[src/rtl/hpr_pkg.sv]
package hpr_pkg;
   typedef enum logic [1:0] {
      OWN_NONE = 2'b00,
      OWN_CMPA = 2'b01,
      OWN_CMPB = 2'b10,
      OWN_HS   = 2'b11
   } owner_e;

   localparam int REG_CFG = 0;
   localparam int REG_RET = 1;
   localparam int REG_PWR = 2;
   localparam int REG_OCC = 3;
   localparam int REG_OCL = 4;
   localparam int REG_CSC = 5;
endpackage

[src/rtl/hpr_oc_sync.sv]
module hpr_oc_sync #(
   parameter int NUM_PORTS = 5,
   parameter int STAGES    = 2
) (
   input  logic                 clk,
   input  logic                 rst_n,
   input  logic [NUM_PORTS-1:0] oc_n_i,
   output logic [NUM_PORTS-1:0] oc_o
);
   generate
      if (STAGES < 2) begin : g_bad_stages
         $error("hpr_oc_sync: STAGES must be at least 2");
      end
      for (genvar i = 0; i < NUM_PORTS; i++) begin : g_port
         logic [STAGES-1:0] sh_q;
         always_ff @(posedge clk or negedge rst_n) begin
            if (!rst_n) sh_q <= '0;
            else        sh_q <= {sh_q[STAGES-2:0], ~oc_n_i[i]};
         end
         assign oc_o[i] = sh_q[STAGES-1];
      end
   endgenerate
endmodule

[src/rtl/hpr_route.sv]
module hpr_route
   import hpr_pkg::*;
#(
   parameter int NUM_PORTS = 5,
   parameter int CNT_W     = 3
) (
   input  logic [CNT_W-1:0]       cnt_i,
   input  logic                   hs_cfg_i,
   input  logic [NUM_PORTS-1:0]   ret_i,
   input  logic [NUM_PORTS-1:0]   conn_i,
   output logic [NUM_PORTS-1:0]   live_o,
   output logic [2*NUM_PORTS-1:0] owner_o,
   output logic [NUM_PORTS-1:0]   hs_conn_o,
   output logic [NUM_PORTS-1:0]   a_conn_o,
   output logic [NUM_PORTS-1:0]   b_conn_o
);
   generate
      for (genvar i = 0; i < NUM_PORTS; i++) begin : g_port
         owner_e home_w;
         owner_e own_w;
         logic   live_w;

         if (i % 2 == 0) begin : g_odd_num
            assign home_w = OWN_CMPA;
         end else begin : g_even_num
            assign home_w = OWN_CMPB;
         end

         always_comb begin
            live_w = (CNT_W'(i) < cnt_i);
            if (!live_w)                    own_w = OWN_NONE;
            else if (hs_cfg_i && !ret_i[i]) own_w = OWN_HS;
            else                            own_w = home_w;
         end

         assign live_o[i]         = live_w;
         assign owner_o[2*i +: 2] = own_w;
         assign hs_conn_o[i]      = conn_i[i] && (own_w == OWN_HS);
         assign a_conn_o[i]       = conn_i[i] && (own_w == OWN_CMPA);
         assign b_conn_o[i]       = conn_i[i] && (own_w == OWN_CMPB);
      end
   endgenerate
endmodule

[src/rtl/hpr_regs.sv]
module hpr_regs
   import hpr_pkg::*;
#(
   parameter int NUM_PORTS = 5,
   parameter int MIN_PORTS = 2,
   parameter int CNT_W     = 3,
   parameter int ADDR_W    = 3,
   parameter int DATA_W    = 8
) (
   input  logic                   clk,
   input  logic                   rst_n,
   input  logic                   wr_i,
   input  logic                   rd_i,
   input  logic [ADDR_W-1:0]      addr_i,
   input  logic [DATA_W-1:0]      wdata_i,
   output logic [DATA_W-1:0]      rdata_o,
   input  logic [NUM_PORTS-1:0]   live_i,
   input  logic [2*NUM_PORTS-1:0] owner_i,
   input  logic [NUM_PORTS-1:0]   oc_i,
   output logic                   hs_cfg_o,
   output logic [CNT_W-1:0]       cnt_o,
   output logic [NUM_PORTS-1:0]   ret_o,
   output logic [NUM_PORTS-1:0]   preq_o,
   output logic [NUM_PORTS-1:0]   occ_o,
   output logic [NUM_PORTS-1:0]   csc_o
);
   localparam int              CNT_LSB = DATA_W - CNT_W;
   localparam logic [CNT_W-1:0] MIN_C  = CNT_W'(MIN_PORTS);
   localparam logic [CNT_W-1:0] MAX_C  = CNT_W'(NUM_PORTS);

   function automatic logic [2*NUM_PORTS-1:0] reset_owner();
      logic [2*NUM_PORTS-1:0] v;
      for (int i = 0; i < NUM_PORTS; i++)
         v[2*i +: 2] = (i % 2 == 0) ? OWN_CMPA : OWN_CMPB;
      return v;
   endfunction

   function automatic logic [CNT_W-1:0] clamp_cnt(input logic [CNT_W-1:0] v);
      if (v < MIN_C)      return MIN_C;
      else if (v > MAX_C) return MAX_C;
      else                return v;
   endfunction

   logic                   hs_cfg_q;
   logic [CNT_W-1:0]       cnt_q;
   logic [NUM_PORTS-1:0]   ret_q, preq_q, occ_q, csc_q;
   logic [2*NUM_PORTS-1:0] prev_q;
   logic [NUM_PORTS-1:0]   oc_live, own_set, occ_clr, csc_clr;
   logic                   wr_cfg, wr_ret, wr_pwr;
   logic [DATA_W-1:0]      cfg_word;

   assign wr_cfg  = wr_i && (addr_i == ADDR_W'(REG_CFG));
   assign wr_ret  = wr_i && (addr_i == ADDR_W'(REG_RET));
   assign wr_pwr  = wr_i && (addr_i == ADDR_W'(REG_PWR));
   assign occ_clr = (wr_i && addr_i == ADDR_W'(REG_OCC)) ? wdata_i[NUM_PORTS-1:0] : '0;
   assign csc_clr = (wr_i && addr_i == ADDR_W'(REG_CSC)) ? wdata_i[NUM_PORTS-1:0] : '0;
   assign oc_live = oc_i & live_i;

   generate
      for (genvar i = 0; i < NUM_PORTS; i++) begin : g_chg
         assign own_set[i] = (owner_i[2*i +: 2] != prev_q[2*i +: 2]) &&
                             (owner_i[2*i +: 2] != OWN_NONE);
      end
   endgenerate

   always_comb begin
      cfg_word                  = '0;
      cfg_word[0]               = hs_cfg_q;
      cfg_word[CNT_LSB +: CNT_W] = cnt_q;
   end

   always_ff @(posedge clk or negedge rst_n) begin
      if (!rst_n) begin
         hs_cfg_q <= 1'b0;
         cnt_q    <= MAX_C;
         ret_q    <= '0;
         preq_q   <= '0;
         occ_q    <= '0;
         csc_q    <= '0;
         prev_q   <= reset_owner();
      end else begin
         if (wr_cfg) begin
            hs_cfg_q <= wdata_i[0];
            cnt_q    <= clamp_cnt(wdata_i[CNT_LSB +: CNT_W]);
         end
         if (wr_ret) ret_q <= wdata_i[NUM_PORTS-1:0];
         preq_q <= (wr_pwr ? wdata_i[NUM_PORTS-1:0] : preq_q) & ~oc_live;
         occ_q  <= (occ_q & ~occ_clr) | oc_live;
         csc_q  <= (csc_q & ~csc_clr) | own_set;
         prev_q <= owner_i;
      end
   end

   always_ff @(posedge clk or negedge rst_n) begin
      if (!rst_n) rdata_o <= '0;
      else if (rd_i) begin
         case (addr_i)
            ADDR_W'(REG_CFG): rdata_o <= cfg_word;
            ADDR_W'(REG_RET): rdata_o <= DATA_W'(ret_q);
            ADDR_W'(REG_PWR): rdata_o <= DATA_W'(preq_q);
            ADDR_W'(REG_OCC): rdata_o <= DATA_W'(occ_q);
            ADDR_W'(REG_OCL): rdata_o <= DATA_W'(oc_live);
            ADDR_W'(REG_CSC): rdata_o <= DATA_W'(csc_q);
            default:          rdata_o <= '0;
         endcase
      end else rdata_o <= '0;
   end

   assign hs_cfg_o = hs_cfg_q;
   assign cnt_o    = cnt_q;
   assign ret_o    = ret_q;
   assign preq_o   = preq_q;
   assign occ_o    = occ_q;
   assign csc_o    = csc_q;


   cnt_legal_chk: assert property (@(posedge clk) disable iff (!rst_n)
      (cnt_q >= MIN_C) && (cnt_q <= MAX_C));

   generate
      for (genvar i = 0; i < NUM_PORTS; i++) begin : g_sticky

         occ_sticky_chk: assert property (@(posedge clk) disable iff (!rst_n)
            occ_q[i] && !(wr_i && addr_i == ADDR_W'(REG_OCC) && wdata_i[i]) |=> occ_q[i]);

         csc_sticky_chk: assert property (@(posedge clk) disable iff (!rst_n)
            csc_q[i] && !(wr_i && addr_i == ADDR_W'(REG_CSC) && wdata_i[i]) |=> csc_q[i]);
      end
   endgenerate
endmodule

[src/rtl/hub_port_router.sv]
module hub_port_router
   import hpr_pkg::*;
#(
   parameter int NUM_PORTS = 5,
   parameter int MIN_PORTS = 2,
   parameter int SYNC_STG  = 2,
   parameter int ADDR_W    = 3,
   parameter int DATA_W    = 8
) (
   input  logic                   clk,
   input  logic                   rst_n,
   input  logic                   reg_wr,
   input  logic                   reg_rd,
   input  logic [ADDR_W-1:0]      reg_addr,
   input  logic [DATA_W-1:0]      reg_wdata,
   output logic [DATA_W-1:0]      reg_rdata,
   input  logic [NUM_PORTS-1:0]   port_oc_n,
   output logic [NUM_PORTS-1:0]   port_pwr_en,
   input  logic [NUM_PORTS-1:0]   port_conn,
   output logic [2*NUM_PORTS-1:0] port_owner,
   output logic [NUM_PORTS-1:0]   hs_conn,
   output logic [NUM_PORTS-1:0]   cmpa_conn,
   output logic [NUM_PORTS-1:0]   cmpb_conn,
   output logic                   hs_chg,
   output logic                   cmpa_chg,
   output logic                   cmpb_chg
);
   localparam int CNT_W = $clog2(NUM_PORTS + 1);

   generate
      if (MIN_PORTS < 1 || MIN_PORTS > NUM_PORTS) begin : g_bad_min
         $error("hub_port_router: MIN_PORTS out of range");
      end
      if (DATA_W < NUM_PORTS + CNT_W) begin : g_bad_data
         $error("hub_port_router: DATA_W too narrow for port bits and count field");
      end
      if (ADDR_W < 3) begin : g_bad_addr
         $error("hub_port_router: ADDR_W must reach six registers");
      end
   endgenerate

   logic                 hs_cfg;
   logic [CNT_W-1:0]     cnt;
   logic [NUM_PORTS-1:0] ret, preq, occ, csc, oc_s, live;
   logic [NUM_PORTS-1:0] hs_own, a_own, b_own;

   hpr_oc_sync #(.NUM_PORTS(NUM_PORTS), .STAGES(SYNC_STG)) u_sync (
      .clk    (clk),
      .rst_n  (rst_n),
      .oc_n_i (port_oc_n),
      .oc_o   (oc_s)
   );

   hpr_route #(.NUM_PORTS(NUM_PORTS), .CNT_W(CNT_W)) u_route (
      .cnt_i     (cnt),
      .hs_cfg_i  (hs_cfg),
      .ret_i     (ret),
      .conn_i    (port_conn),
      .live_o    (live),
      .owner_o   (port_owner),
      .hs_conn_o (hs_conn),
      .a_conn_o  (cmpa_conn),
      .b_conn_o  (cmpb_conn)
   );

   hpr_regs #(
      .NUM_PORTS(NUM_PORTS), .MIN_PORTS(MIN_PORTS), .CNT_W(CNT_W),
      .ADDR_W(ADDR_W), .DATA_W(DATA_W)
   ) u_regs (
      .clk      (clk),
      .rst_n    (rst_n),
      .wr_i     (reg_wr),
      .rd_i     (reg_rd),
      .addr_i   (reg_addr),
      .wdata_i  (reg_wdata),
      .rdata_o  (reg_rdata),
      .live_i   (live),
      .owner_i  (port_owner),
      .oc_i     (oc_s),
      .hs_cfg_o (hs_cfg),
      .cnt_o    (cnt),
      .ret_o    (ret),
      .preq_o   (preq),
      .occ_o    (occ),
      .csc_o    (csc)
   );

   assign port_pwr_en = preq & live & ~oc_s;

   always_comb begin
      for (int i = 0; i < NUM_PORTS; i++) begin
         hs_own[i] = (port_owner[2*i +: 2] == OWN_HS);
         a_own[i]  = (port_owner[2*i +: 2] == OWN_CMPA);
         b_own[i]  = (port_owner[2*i +: 2] == OWN_CMPB);
      end
   end

   assign hs_chg   = |(csc & hs_own);
   assign cmpa_chg = |(csc & a_own);
   assign cmpb_chg = |(csc & b_own);

   generate
      for (genvar i = 0; i < NUM_PORTS; i++) begin : g_chk

         absent_quiet_chk: assert property (@(posedge clk) disable iff (!rst_n)
            (port_owner[2*i +: 2] == OWN_NONE) |->
               !port_pwr_en[i] && !hs_conn[i] && !cmpa_conn[i] && !cmpb_conn[i]);

         oc_power_off_chk: assert property (@(posedge clk) disable iff (!rst_n)
            $past(rst_n) && !port_oc_n[i] && $past(!port_oc_n[i]) |=> !port_pwr_en[i]);

         owner_csc_chk: assert property (@(posedge clk) disable iff (!rst_n)
            $past(rst_n) && (port_owner[2*i +: 2] != $past(port_owner[2*i +: 2])) &&
            (port_owner[2*i +: 2] != OWN_NONE) |=> csc[i]);

         conn_single_chk: assert property (@(posedge clk) disable iff (!rst_n)
            $onehot0({hs_conn[i], cmpa_conn[i], cmpb_conn[i]}));

         if (i % 2 == 0) begin : g_odd_num
            parity_home_chk: assert property (@(posedge clk) disable iff (!rst_n)
               port_owner[2*i +: 2] != OWN_CMPB);
         end else begin : g_even_num
            parity_home_chk: assert property (@(posedge clk) disable iff (!rst_n)
               port_owner[2*i +: 2] != OWN_CMPA);
         end
      end
   endgenerate
endmodule

[config.mk]
export PLATFORM = sky130hd
export DESIGN_NAME = hub_port_router
export DESIGN_NICKNAME = d
export VERILOG_FILES = /design/src/rtl/hpr_pkg.sv /design/src/rtl/hpr_oc_sync.sv /design/src/rtl/hpr_route.sv /design/src/rtl/hpr_regs.sv /design/src/rtl/hub_port_router.sv
export SDC_FILE = /design/constraint.sdc
export NUM_CORES = 1
export LEC_CHECK = 0
export BUFFER_PORTS_ARGS = -buffer_cell sky130_fd_sc_hd__buf_2
export CAP_MARGIN = 20
export CORE_MARGIN = 4
export CORE_UTILIZATION = 40
export CTS_CLUSTER_SIZE = 30
export DETAILED_ROUTE_END_ITERATION = 16
export GPL_ROUTABILITY_DRIVEN = 0
export PLACE_DENSITY = 0.64
export SLEW_MARGIN = 20
export SYNTH_ARGS = -nofsm -noshare
export SYNTH_HDL_FRONTEND = slang
export SYNTH_SLANG_ARGS = --single-unit
export TNS_END_PERCENT = 30
[constraint.sdc]
create_clock -name clk -period 3.7 [get_ports clk]
set_input_delay 0.74 -clock clk [delete_from_list [all_inputs] [get_ports clk]]
set_output_delay 0.74 -clock clk [all_outputs]
set_load 0.01 [all_outputs]
### Yosys cells after proc, flatten, opt, wreduce, memory -nomap -nowiden

Index checks and enable logic that the tools add are counted.

* word-level logic and storage cells: 126
* input port bits: 25
* output and inout port bits: 41
* bits in registers: 52

* multiplexer cells: 17
* bitwise gates (word level): 20
* magnitude comparators: 7
* equal/unequal tests: 25
* reduce and logical (&&, ||, !) cells: 44

Operator list (number)
* 8-bit case mux with 6 select lines: 1
* 5-bit bitwise AND: 9
* 1-bit logical AND: 30
* 2-bit == test, second input constant: 10
* 5-bit NOT: 4
* 2-bit two-way mux: 8
* 5-bit two-way mux: 3
* 5-bit OR reduction: 3
* 2-bit by 1-bit == test with 1-bit output, second input constant: 5
* 2-bit != test: 5
* 5-bit OR: 2
* 2-bit nonzero test: 5
* 8-bit two-way mux: 1
* 3-bit by 2-bit == test with 1-bit output, second input constant: 2
* 3-bit == test, second input constant: 2
* 1-bit by 3-bit less-than comparator with 1-bit output, first input constant: 2
* 2-bit by 3-bit less-than comparator with 1-bit output, first input constant: 2
* 3-bit two-way mux: 2
* 1-bit logical NOT: 5
* 1-bit NOT: 5
* 3-bit by 1-bit == test with 1-bit output, second input constant: 1
* 3-bit greater-than comparator, second input constant: 1
* 3-bit logical NOT: 1
* 3-bit by 2-bit less-than comparator with 1-bit output, second input constant: 1
* 2 further kinds: 3

### Longest topological paths before layout

Gate-level depths: netlist (run 1).

* depth in word-level cells: 7
* gate-level depth with buffers: 6
* depth with buffers taken out: 4

### Modules after synthesis

From an unflattened synthesis (run 1), not the netlist that was laid out.

* cell total of the unflattened synthesis: 253
* area, all modules: 2680.1 um^2

Modules (own cells, without submodules)
* hpr_regs: area an instance 1930.6 um^2, cells an instance 156, instances 1, sequential area each 1059.8 um^2
* hpr_oc_sync: area an instance 306.5 um^2, cells an instance 20, instances 1, sequential area each 250.2 um^2
* hpr_route: area an instance 286.5 um^2, cells an instance 44, instances 1, sequential area each 0.0 um^2
* hub_port_router: area an instance 156.4 um^2, cells an instance 33, instances 1, sequential area each 0.0 um^2

### Worst setup path before layout (run 1)

Ideal clock, no wire load.

* path kind: register to output
* start point: register u_regs.cnt_q[1], in the netlist u_regs.cnt_o[1]
* end point: output hs_chg
* stages on the path, launching flop included: 5
* path buffers: 0
* arrival time: 1.264 ns
* slack: 1.696 ns
* data required time: 2.960 ns
* cell sequence: dfrtp_1 nor3_4 nor2_1 a222oi_1 nand2_1

* longest elaborated chain between the ends: 5
* elaborated cells between the ends (all ways): 17
* classes of those cells: order compare: 5; eq/ne: 5; mux: 5; bitwise: 1; reduce/logical: 1

RTL lines
* from (decl): line hpr_regs.sv:45 `logic [CNT_W-1:0] cnt_q;`
* from (signal assigned): line hpr_regs.sv:84 `cnt_q <= clamp_cnt(wdata_i[CNT_LSB +: CNT_W]);`
* 1-bit by 3-bit less-than comparator with 1-bit output: line hpr_route.sv:30 `live_w = (CNT_W'(i) < cnt_i);`
* 2-bit two-way mux: line hpr_route.sv:31 `if (!live_w) own_w = OWN_NONE;`
* net port_owner[1]: line hub_port_router.sv:20 `output logic [2*NUM_PORTS-1:0] port_owner,`
* 2-bit == test: line hub_port_router.sv:92 `hs_own[i] = (port_owner[2*i +: 2] == OWN_HS);`
* 5-bit bitwise AND: line hub_port_router.sv:98 `assign hs_chg = |(csc & hs_own);`
* 5-bit OR reduction: line hub_port_router.sv:98
* to (decl): line hub_port_router.sv:24 `output logic hs_chg,`

The timed path passes the listed nets, and every way through them passes these cells.

### Worst setup path in the final report (run 1)

* start point: register u_regs.cnt_q[1], in the netlist u_regs.cnt_o[1]
* end point: output hs_chg

* longest elaborated chain between the ends: 5
* elaborated cells between the ends (all ways): 17
* classes of those cells: order compare: 5; eq/ne: 5; mux: 5; bitwise: 1; reduce/logical: 1

RTL lines (line)
* 1-bit by 3-bit less-than comparator with 1-bit output, or another cell as far along: hpr_route.sv:30
* 2-bit two-way mux: hpr_route.sv:31
* 2-bit == test: hub_port_router.sv:92
* 5-bit bitwise AND (*): hub_port_router.sv:98
* 5-bit OR reduction (*): hub_port_router.sv:98

Every way passes the cells marked *; elsewhere a longest branch is shown, timed or not.

==> results of run 1 <==
## per-layer routing
metal  GRT usage  vias up  wire (µm)
met5           0        -          0
met4      0.0619        0         93
met3      0.0327        7        271
met2       0.242       52       2590
met1       0.227      853       2660
li1            -      861          -
## power groups by stage
stage	logic (W)	registers [W]	clock network (W)
after detailed placement	0.000356	0.000731	0
after floorplan	0.000252	0.000711	0
final	0.000353	0.000722	0.000317
after global placement	0.000354	0.000730	0
after global routing	0.000391	0.000734	0.000356
after CTS	0.000357	0.000721	0.000324
## stage by stage
stage / power, W / cells / utilization
floorplan: 0.000963 / 226 / -
detailed placement: 0.00109 / 344 / 0.461
global route: 0.00148 / 352 / 0.476
global placement: 0.00108 / 344 / 0.461
finish: 0.00139 / 352 / 0.476
CTS: 0.00140 / 352 / 0.476
## registers in the layout, indices dropped and copies added, names as in the netlist
name                count
u_regs.cnt_o            3
u_sync.g_port.sh_q     10
u_regs.prev_q          10
u_regs.preq_o           5
u_regs.rdata_o          8
u_regs.csc_o            5
u_regs.occ_o            5
u_regs.ret_o            5
u_regs.hs_cfg_o         1
## logic make-up after synthesis
family | Yosys count
AND/OR/NAND/NOR | 79
flip-flops | 52
AO/OA/AOI/OAI | 38
buffers and inverters | 27
multiplexers | 19
XOR/XNOR | 5
adder cells (fa/ha/maj) | 1
other | 1
## placed cells by master (no fill, tap or decap), drive strengths merged, types with 4 or more instances in the layout
cell and count:
nor3b 4, mux2 9, dfstp 7, inv 9, mux2i 10, a21o 4
nor2 12, clkbuf 6, buf 61, and3 11, dfrtp 45, nand2 19
conb 5, and2 5, nand3 11, a22o 6, nand2b 6, a21oi 14
## final cells by class
cell class / count / area [µm²] / share of cell area
multi-input cells: 147 / 970 / 0.346
clock inverters: 2 / 12.5 / 0.00447
repair buffers: 61 / 308 / 0.110
inverters: 9 / 33.8 / 0.0121
well taps: 75 / 93.8 / 0.0335
flip-flops and latches: 52 / 1310 / 0.468
clock buffers: 6 / 72.6 / 0.0259
## critical path: stages (launching register included)
cell      delay [ns]
dfrtp_1         0.46
nor3_4          0.27
nor2_1          0.13
a222oi_1        0.44
nand2_1         0.09
buf_2           0.16
## path summary, 6_finish.rpt
check	from	to	slack (ns)
max	u_regs.cnt_o[1]	hs_chg	1.11
min	u_sync.g_port[1].sh_q[0]	u_sync.g_port[1].sh_q[1]	0.35
max reg2reg	u_regs.cnt_o[2]	u_regs.rdata_o[4]	2.22
min reg2reg	u_sync.g_port[1].sh_q[0]	u_sync.g_port[1].sh_q[1]	0.35
max in group asynchronous	rst_n	u_regs.cnt_o[0]	2.48
min in group asynchronous	rst_n	u_sync.g_port[2].sh_q[1]	0.39
==> metrics.md, run 1 <==
| Metric | Value |
|---|---|
| Outcome | completed |
| H-tree lvl count | 2 |
| Pin count of the biggest net entering global routing | 31 |
| Fraction of the mapped netlist area in adder cells | 0.00413 |
| Worst endpoint required time | 2.96 ns |
| RSZ-0062 raised after global routing | false |
| Clock share of power | 0.227 |
| Final setup margin | 1.11 ns |
| Vias in the first global route | 1714 |
| EDFF count, synth | 0 |
| Switching share of power | 0.327 |
| Die ar. | 7360 µm² |
| Clock transition at path regs | 0.09 ns |
| Resized cells post-CTS | 0 |
| Synth Cell Area | 2420 µm² |
| Slew headroom | 0.640 |
| Most numerous cell in the Yosys netlist | dfrtp_1 |
| Final Skew | 0.0106 ns |
| Crit. End Element | primary output |
| DIE HEIGHT | 85.8 µm |
| Hold Slack | 0.354 ns |
| Power Density | 497 nW/µm² |
| Synth Area in XOR/XNOR | 0.0181 |
| TritonCTS buffer count | 5 |
| Leading area contributor after synthesis | dfrtp_1 |
| Max Cap Violations | 0 |
| Syn_area_per_cell | 10.9 µm² |
| Fill cell count | 539 |
| Compound-Gate Fraction of Synth Area | 0.105 |
| WHS Path Cells | 0 |
| Post-synth ARST share | 1.00 |
| Tightest Pin Transition | 0.538 ns |
| Wire per inst | 16.0 µm |
| Total GRT Usage | 0.160 |
| Seq/Total Area, Yosys | 0.541 |
| Worst skew pair latency | 0.30 ns |
| Area delta synth->final | 15.7% |
| Post-synthesis simple-gate area fraction | 0.182 |
| Post-placement cell area | 2720 µm² |
| DIE WIDTH | 85.8 µm |
| Initial Util | 0.411 |
| Cells after synthesis | 222 |
| Routed WL | 5.62 mm |
| DR pass1 iterations | 5 |
| Post CTS Setup Buffer Count | 0 |
| Maximum VDD drop | 0.000211 V |
| First-pass GRT wire length | 9.01 mm |
| Slew Limit Fails | 0 |
| TNS Setup | 0 ns |
| Post-synth top area share | 0.465 |
| Path depth of the worst reg2reg path | 4 |
| Fin nets | 301 |
| CTS Hold Bufs | 0 |
| Largest family of logic cells by synthesized area | simple AND/OR/NAND/NOR gates |
| Diodes inserted | 0 |
| Sequential share of power | 0.519 |
| F_max | 0.386 GHz |
| Static leakage | 1.37 nW |
| Via Count | 1773 |
| Final setup viols | 0 |
| TritonCTS clock tree | yes |
| Initial antenna violation count | 0 |
| Int Pwr | 0.000937 W |
| # rows | 28 |
| Top FF cell, synth | dfrtp_1 |
| Setup slack at placement | 1.40 ns |
| Post-route ant nets | 0 |
| Root Buffer | clkbuf_8 |
| Sw power | 0.000455 W |
| Max Root-Sink Buffers | 2 |
| Via density | 5.04 |
| WP data arrival | 1.85 ns |
| Overflow left after global routing | 0 |
| HP Class | reg -> reg |
| Crit Path Max Fanout | 6 |
| Comb power frac | 0.254 |
| Commonest cells in the netlist | dfrtp_1, nand2_1, a21oi_1, buf_4, nor2_1 |
| Synth cell types | 40 |
| Fin area | 2800 µm² |
| Mux contribution to synthesized area | 0.0832 |
| Initial detailed-routing violation count | 117 |
| Residual DRC | 0 |
| Placeable core area | 5890 µm² |
| Synth top area cells | dfrtp_1, dfstp_2, buf_4 |
| WS Path Type | reg -> out |
| Yosys warns | 0 |
| Share of post-route cells with drive strength above 1 | 0.292 |
| HPWL Detailed | 4.12 mm |
| PortBufs | 60 |
| # clock sinks | 52 |
| Hold Vio Cnt, Final | 0 |
| IO Count | 66 |
| Synth Register Bits | 52 |
| Critical Path Start Type | flip-flop |
| Tmin final | 2.59 ns |
| Final worst-path cycle share | 0.700 |
Note: power is estimated with default switching activity, not from simulation.
==> run 2, diff against run 1 <==
Clock period 3.7 ns to 2.58 ns, I/O delays scaled along.
==> run 2 against run 1 <==
Compared with the run above:
- non-clock buffer count is 2 higher
- sequential share of layout area is 0.84 points lower
- final cell count is 0.57% higher
- critical path type unchanged
- critical endpoint unchanged
- largest cell class unchanged
==> metrics.md, run 2 (synthesis gave the netlist of run 1 again) <==
| Metric | Value |
|---|---|
| Most frequent cells in the layout | buf_2, dfrtp_1, nand2_1 |
| Overflow left after global routing | 0 (unchanged) |
| TNS Setup | 0 ns (unchanged) |
| Pin count of the biggest net entering global routing | 23 (-26%) |
| Slew Limit Fails | 0 (unchanged) |
| Non-Filler Instances | 354 (+0.57%) |
| Routed WL | 5.82 mm (+3.6%) |
| RSZ-0062 raised after global routing | false |
| PortBufs | 60 (unchanged) |
| WP data arrival | 1.88 ns (+0.03 ns) |
| Root Buffer | clkbuf_8 |
| Total GRT Usage | 0.169 (+0.00878) |
| Register Area | 1310 µm² (unchanged) |
| Max Cap Violations | 0 (unchanged) |
| DIE WIDTH | 85.8 µm (unchanged) |
| Outcome | completed |
| Area taken by multi-input logic gates | 970 µm² (unchanged) |
| HPWL Detailed | 4.41 mm (+7.1%) |
| Resized cells post-CTS | 0 (unchanged) |
| F_max | 0.418 GHz |
| Die ar. | 7360 µm² (unchanged) |
| Post-route ant nets | 0 (unchanged) |
| Power Density | 751 nW/µm² (+51%) |
| Most common cell after layout, fill and taps aside | buf_2 |
| # clock sinks | 52 (unchanged) |
| IO Count | 66 (unchanged) |
| Setup slack at placement | 0.457 ns (-0.948 ns) |
| Via Count | 1842 (+3.9%) |
| DR pass1 iterations | 4 (-1) |
| HP Class | in -> async |
| Placeable core area | 5890 µm² (unchanged) |
| Fin area | 2850 µm² (+1.8%) |
| Static leakage | 1.40 nW (+2.2%) |
| Worst endpoint required time | 2.06 ns (-0.90 ns) |
| Max Root-Sink Buffers | 2 (unchanged) |
| Crit Path Max Fanout | 6 (unchanged) |
| TritonCTS buffer count | 5 (unchanged) |
| Final worst-path cycle share | 0.928 |
| Cell total after placement | 346 (+0.58%) |
| Post-placement cell area | 2730 µm² (+0.55%) |
| TritonCTS clock tree | yes |
| Post CTS Setup Buffer Count | 0 (unchanged) |
| Slew headroom | 0.651 (+0.0112) |
| First-pass GRT wire length | 9.47 mm (+5.1%) |
| Area delta synth->final | 17.8% |
| Fin nets | 303 (+0.66%) |
| H-tree lvl count | 2 (unchanged) |
| Overall power | 0.00214 W (+54%) |
| Via density | 5.20 (+3.3%) |
| CTS Hold Bufs | 0 (unchanged) |
| Tmin final | 2.39 ns |
| Fill cell count | 565 (+4.8%) |
| Largest registers | u_regs.prev_q x10, u_sync.g_port.sh_q x10, u_regs.rdata_o x8 |
| Share of post-route cells with drive strength above 1 | 0.301 (+0.00866) |
| Maximum VDD drop | 0.000299 V (+41%) |
| Initial Util | 0.411 (unchanged) |
| Vias in the first global route | 1851 (+8.0%) |
| Crit. End Element | primary output |
| Tightest Pin Transition | 0.521 ns (-0.0168 ns) |
| Final setup margin | 0.185 ns (-0.924 ns) |
| Critical Path Start Type | flip-flop |
| # rows | 28 (unchanged) |
| Initial detailed-routing violation count | 91 (-22%) |
| WS Path Type | reg -> out |
| Wire per inst | 16.5 µm (+3.1%) |
| Final Skew | 0.00849 ns (-0.00215 ns) |
| Hold Vio Cnt, Final | 0 (unchanged) |
| Worst skew pair latency | 0.31 ns (about the same) |
| Final setup viols | 0 (unchanged) |
| Residual DRC | 0 (unchanged) |
| Diodes inserted | 0 (unchanged) |
| DIE HEIGHT | 85.8 µm (unchanged) |
| Initial antenna violation count | 0 (unchanged) |
| Clock transition at path regs | 0.09 ns (about the same) |
==> run 2: layer usage <==
layer | share of wire | track usage
met1 | 0.44 | 0.232
met3 | 0.069 | 0.0451
met2 | 0.47 | 0.258
met4 | 0.018 | 0.0604
met5 | 0 | 0
==> run 2: path summary, 6_finish.rpt <==
check / slack (ns) / cells past startpoint / endpoint / startpoint
setup / recovery: 0.19 / 5 / hs_chg / u_regs.cnt_o[1]
hold / removal: 0.11 / 1 / u_sync.g_port[2].sh_q[0] / rst_n
setup reg to reg: 1.10 / 4 / u_regs.rdata_o[4] / u_regs.cnt_o[2]
hold reg to reg: 0.36 / 0 / u_sync.g_port[1].sh_q[1] / u_sync.g_port[1].sh_q[0]
max in group asynchronous: 1.81 / 2 / u_regs.prev_q[7] / rst_n
min in group clk: 0.33 / 2 / u_sync.g_port[1].sh_q[0] / port_oc_n[1]
==> run 2: final cells by class <==
type	instances	share of cell area
Clock buffer	6	0.0290
Inverter	9	0.0118
Multi-Input combinational cell	147	0.340
Sequential cell	52	0.459
Timing Repair Buffer	63	0.113
Tap cell	75	0.0329
Clock inverter	2	0.0136
==> run 2: critical path, stage by stage (launching register included) <==
cell and delay, ns:
dfrtp_1 0.45, nor3_4 0.29, nor2_1 0.14, a222oi_1 0.43, nand2_1 0.11, buf_2 0.16
==> run 2: report_power, final <==
part	internal (W)	switching (W)
registers	0.000939	0.0000989
logic	0.000216	0.000295
clock network	0.000317	0.000273
total	0.00147	0.000667
==> run 2: through the flow <==
| step | utilization | hold slack [ns] |
|---|---|---|
| floorplan | - | 0.220 |
| global placement | 0.464 | 0.331 |
| detailed placement | 0.464 | 0.336 |
| CTS | 0.484 | 0.111 |
| global route | 0.484 | 0.102 |
| finish | 0.484 | 0.108 |
==> run 3, diff against run 2 <==
Settings changed: BUFFER_PORTS_ARGS -buffer_cell sky130_fd_sc_hd__buf_2 to unset, DONT_BUFFER_PORTS set to 1, PLACE_DENSITY 0.64 to 0.54.
==> run 3 against run 2 <==
Compared with the run above:
- clock skew decreased by 0.0013 ns
- count of clock-buffer cells in the layout decreased by 1
- largest cell class unchanged
- final area decreased by 9.9%
- non-clock buffer count decreased by 60
- critical endpoint unchanged
- hold slack got worse by 0.069 ns
- flip-flop and latch count unchanged
==> metrics.md, run 3 (synthesis gave the netlist of run 1 again) <==
| Metric | Value |
|---|---|
| Outcome | completed |
| Fin nets | 243 (-20%) |
| Final Skew | 0.00723 ns (-0.00126 ns) |
| # clock sinks | 52 (unchanged) |
| Overall power | 0.00202 W (-5.4%) |
| Pin count of the biggest net entering global routing | 46 (+100%) |
| Initial detailed-routing violation count | 88 (-3.3%) |
| Share of post-route cells with drive strength above 1 | 0.114 (-0.187) |
| Area delta synth->final | 6.10% |
| Slew headroom | 0.655 (+0.00429) |
| Final worst-path cycle share | 0.931 (+0.00275) |
| Root Buffer | clkbuf_8 |
| Area taken by multi-input logic gates | 972 µm² (+0.26%) |
| Vias in the first global route | 1624 (-12%) |
| Final setup viols | 0 (unchanged) |
| Total GRT Usage | 0.167 (-0.00241) |
| F_max | 0.416 GHz (-0.30%) |
| # rows | 28 (unchanged) |
| Largest registers | u_regs.prev_q x10, u_sync.g_port.sh_q x10, u_regs.rdata_o x8 |
| Worst R2R Start | u_regs.cnt_o[2] |
| Initial antenna violation count | 0 (unchanged) |
| Fill cell count | 560 (-0.88%) |
| Setup slack at placement | 0.486 ns (+0.0297 ns) |
| Most frequent cells in the layout | dfrtp_1, nand2_1, a21oi_1 |
| Reg-to-reg endpoint | u_regs.rdata_o[4] |
| WP depth | 4 (-1) |
| WS Path Type | reg -> out |
| PortBufs | 0 (-100%) |
| TNS Setup | 0 ns (unchanged) |
| Die ar. | 7360 µm² (unchanged) |
| Initial Util | 0.411 (unchanged) |
| Via Count | 1601 (-13%) |
| Most common cell after layout, fill and taps aside | dfrtp_1 |
| HP Class | in -> async |
| Final setup margin | 0.178 ns (-0.00710 ns) |
| Post CTS Setup Buffer Count | 0 (unchanged) |
| Cell total after placement | 285 (-18%) |
| TritonCTS buffer count | 5 (unchanged) |
| Routed WL | 5.73 mm (-1.6%) |
| Static leakage | 1.14 nW (-19%) |
| TritonCTS clock tree | yes |
| First-pass GRT wire length | 9.38 mm (-1.0%) |
| Post-route ant nets | 0 (unchanged) |
| Reg-to-reg setup timing slack | 1.12 ns (+0.02 ns) |
| Placeable core area | 5890 µm² (unchanged) |
| Worst path slowest cell | a222oi_1 |
| Register Area | 1310 µm² (unchanged) |
| WP data arrival | 1.89 ns (about the same) |
| DIE HEIGHT | 85.8 µm (unchanged) |
| DR pass1 iterations | 4 (unchanged) |
| Diodes inserted | 0 (unchanged) |
| Clock transition at path regs | 0.10 ns (about the same) |
| IO Count | 66 (unchanged) |
| Residual DRC | 0 (unchanged) |
| HPWL Detailed | 4.10 mm (-7.0%) |
| Hold Vio Cnt, Final | 0 (unchanged) |
| RSZ-0062 raised after global routing | false |
| Worst endpoint required time | 2.06 ns (about the same) |
| Overflow left after global routing | 0 (unchanged) |
| Maximum VDD drop | 0.000306 V (+2.3%) |
| H-tree lvl count | 2 (unchanged) |
| Delay-heaviest family, CP | simple AND/OR/NAND/NOR gates |
| Tmin final | 2.40 ns (+0.00710 ns) |
| CP bufs+invs | 0 (-1) |
| Critical Path Start Type | flip-flop |
| Crit Path Max Fanout | 6 (unchanged) |
| Tightest Pin Transition | 0.516 ns (-0.00562 ns) |
| Via density | 5.45 (+4.7%) |
| Slew Limit Fails | 0 (unchanged) |
| Max Root-Sink Buffers | 2 (unchanged) |
| Crit. End Element | primary output |
| Worst skew pair latency | 0.31 ns (about the same) |
| Crit path cell chain | nor3_4 -> nor2_2 -> a222oi_1 -> nand2_1 |
| Non-Filler Instances | 294 (-17%) |
| Wire per inst | 19.5 µm (+18%) |
| Max incr delay on CP | 0.51 ns (+0.06 ns) |
| DIE WIDTH | 85.8 µm (unchanged) |
| Max Cap Violations | 0 (unchanged) |
| Power Density | 788 nW/µm² (+5.0%) |
| Finished Core Util | 0.436 (-0.0480) |
| Path depth of the worst reg2reg path | 4 (unchanged) |
[run 3: what timing repair did]
item                                    4_1_cts  5_1_grt
resized for setup                             0        1
hold buffers                                  1        0
endpoints found under the hold margin        45        0
endpoints found under the setup margin        0        1
[run 3: where the power goes]
group / internal [W] / switching [W] / leakage, nW
registers: 0.000939 / 0.0000931 / 0.608
clock network: 0.000292 / 0.000280 / 0.0583
logic: 0.000160 / 0.000261 / 0.470
total: 0.00139 / 0.000633 / 1.14
[run 3: area by class of cell]
class                           instances  area share
Inverter                                9      0.0132
Clock inverter                          3      0.0185
Multi-Input combinational cell        147       0.378
Sequential cell                        52       0.510
Timing Repair Buffer                    3      0.0166
Clock buffer                            5      0.0268
Tap cell                               75      0.0365
[run 3: per-stage QoR]
step,area [µm²],hold WS (ns)
4_1_cts,2570,0.0244
3_3_place_gp,2420,0.222
2_1_floorplan,2440,0.220
3_5_place_dp,2420,0.223
6_report,2570,0.0389
5_1_grt,2570,0.0135
[run 3: metal layers]
layer,track usage,vias to the layer above,part of all wire
li1,-,750,-
met1,0.231,791,0.46
met2,0.253,53,0.46
met3,0.0500,7,0.070
met4,0.0489,0,0.016
met5,0,-,0
[run 3: worst max-delay path by stage]
| stage | endpoint | start |
|---|---|---|
| 2_1_floorplan | hs_chg | u_regs.cnt_o[1] |
| 3_3_place_gp | hs_chg | u_regs.cnt_o[1] |
| 3_5_place_dp | hs_chg | u_regs.cnt_o[1] |
| 4_1_cts | hs_chg | u_regs.cnt_o[1] |
| 5_1_grt | hs_chg | u_regs.cnt_o[1] |
| 6_report | hs_chg | u_regs.cnt_o[1] |
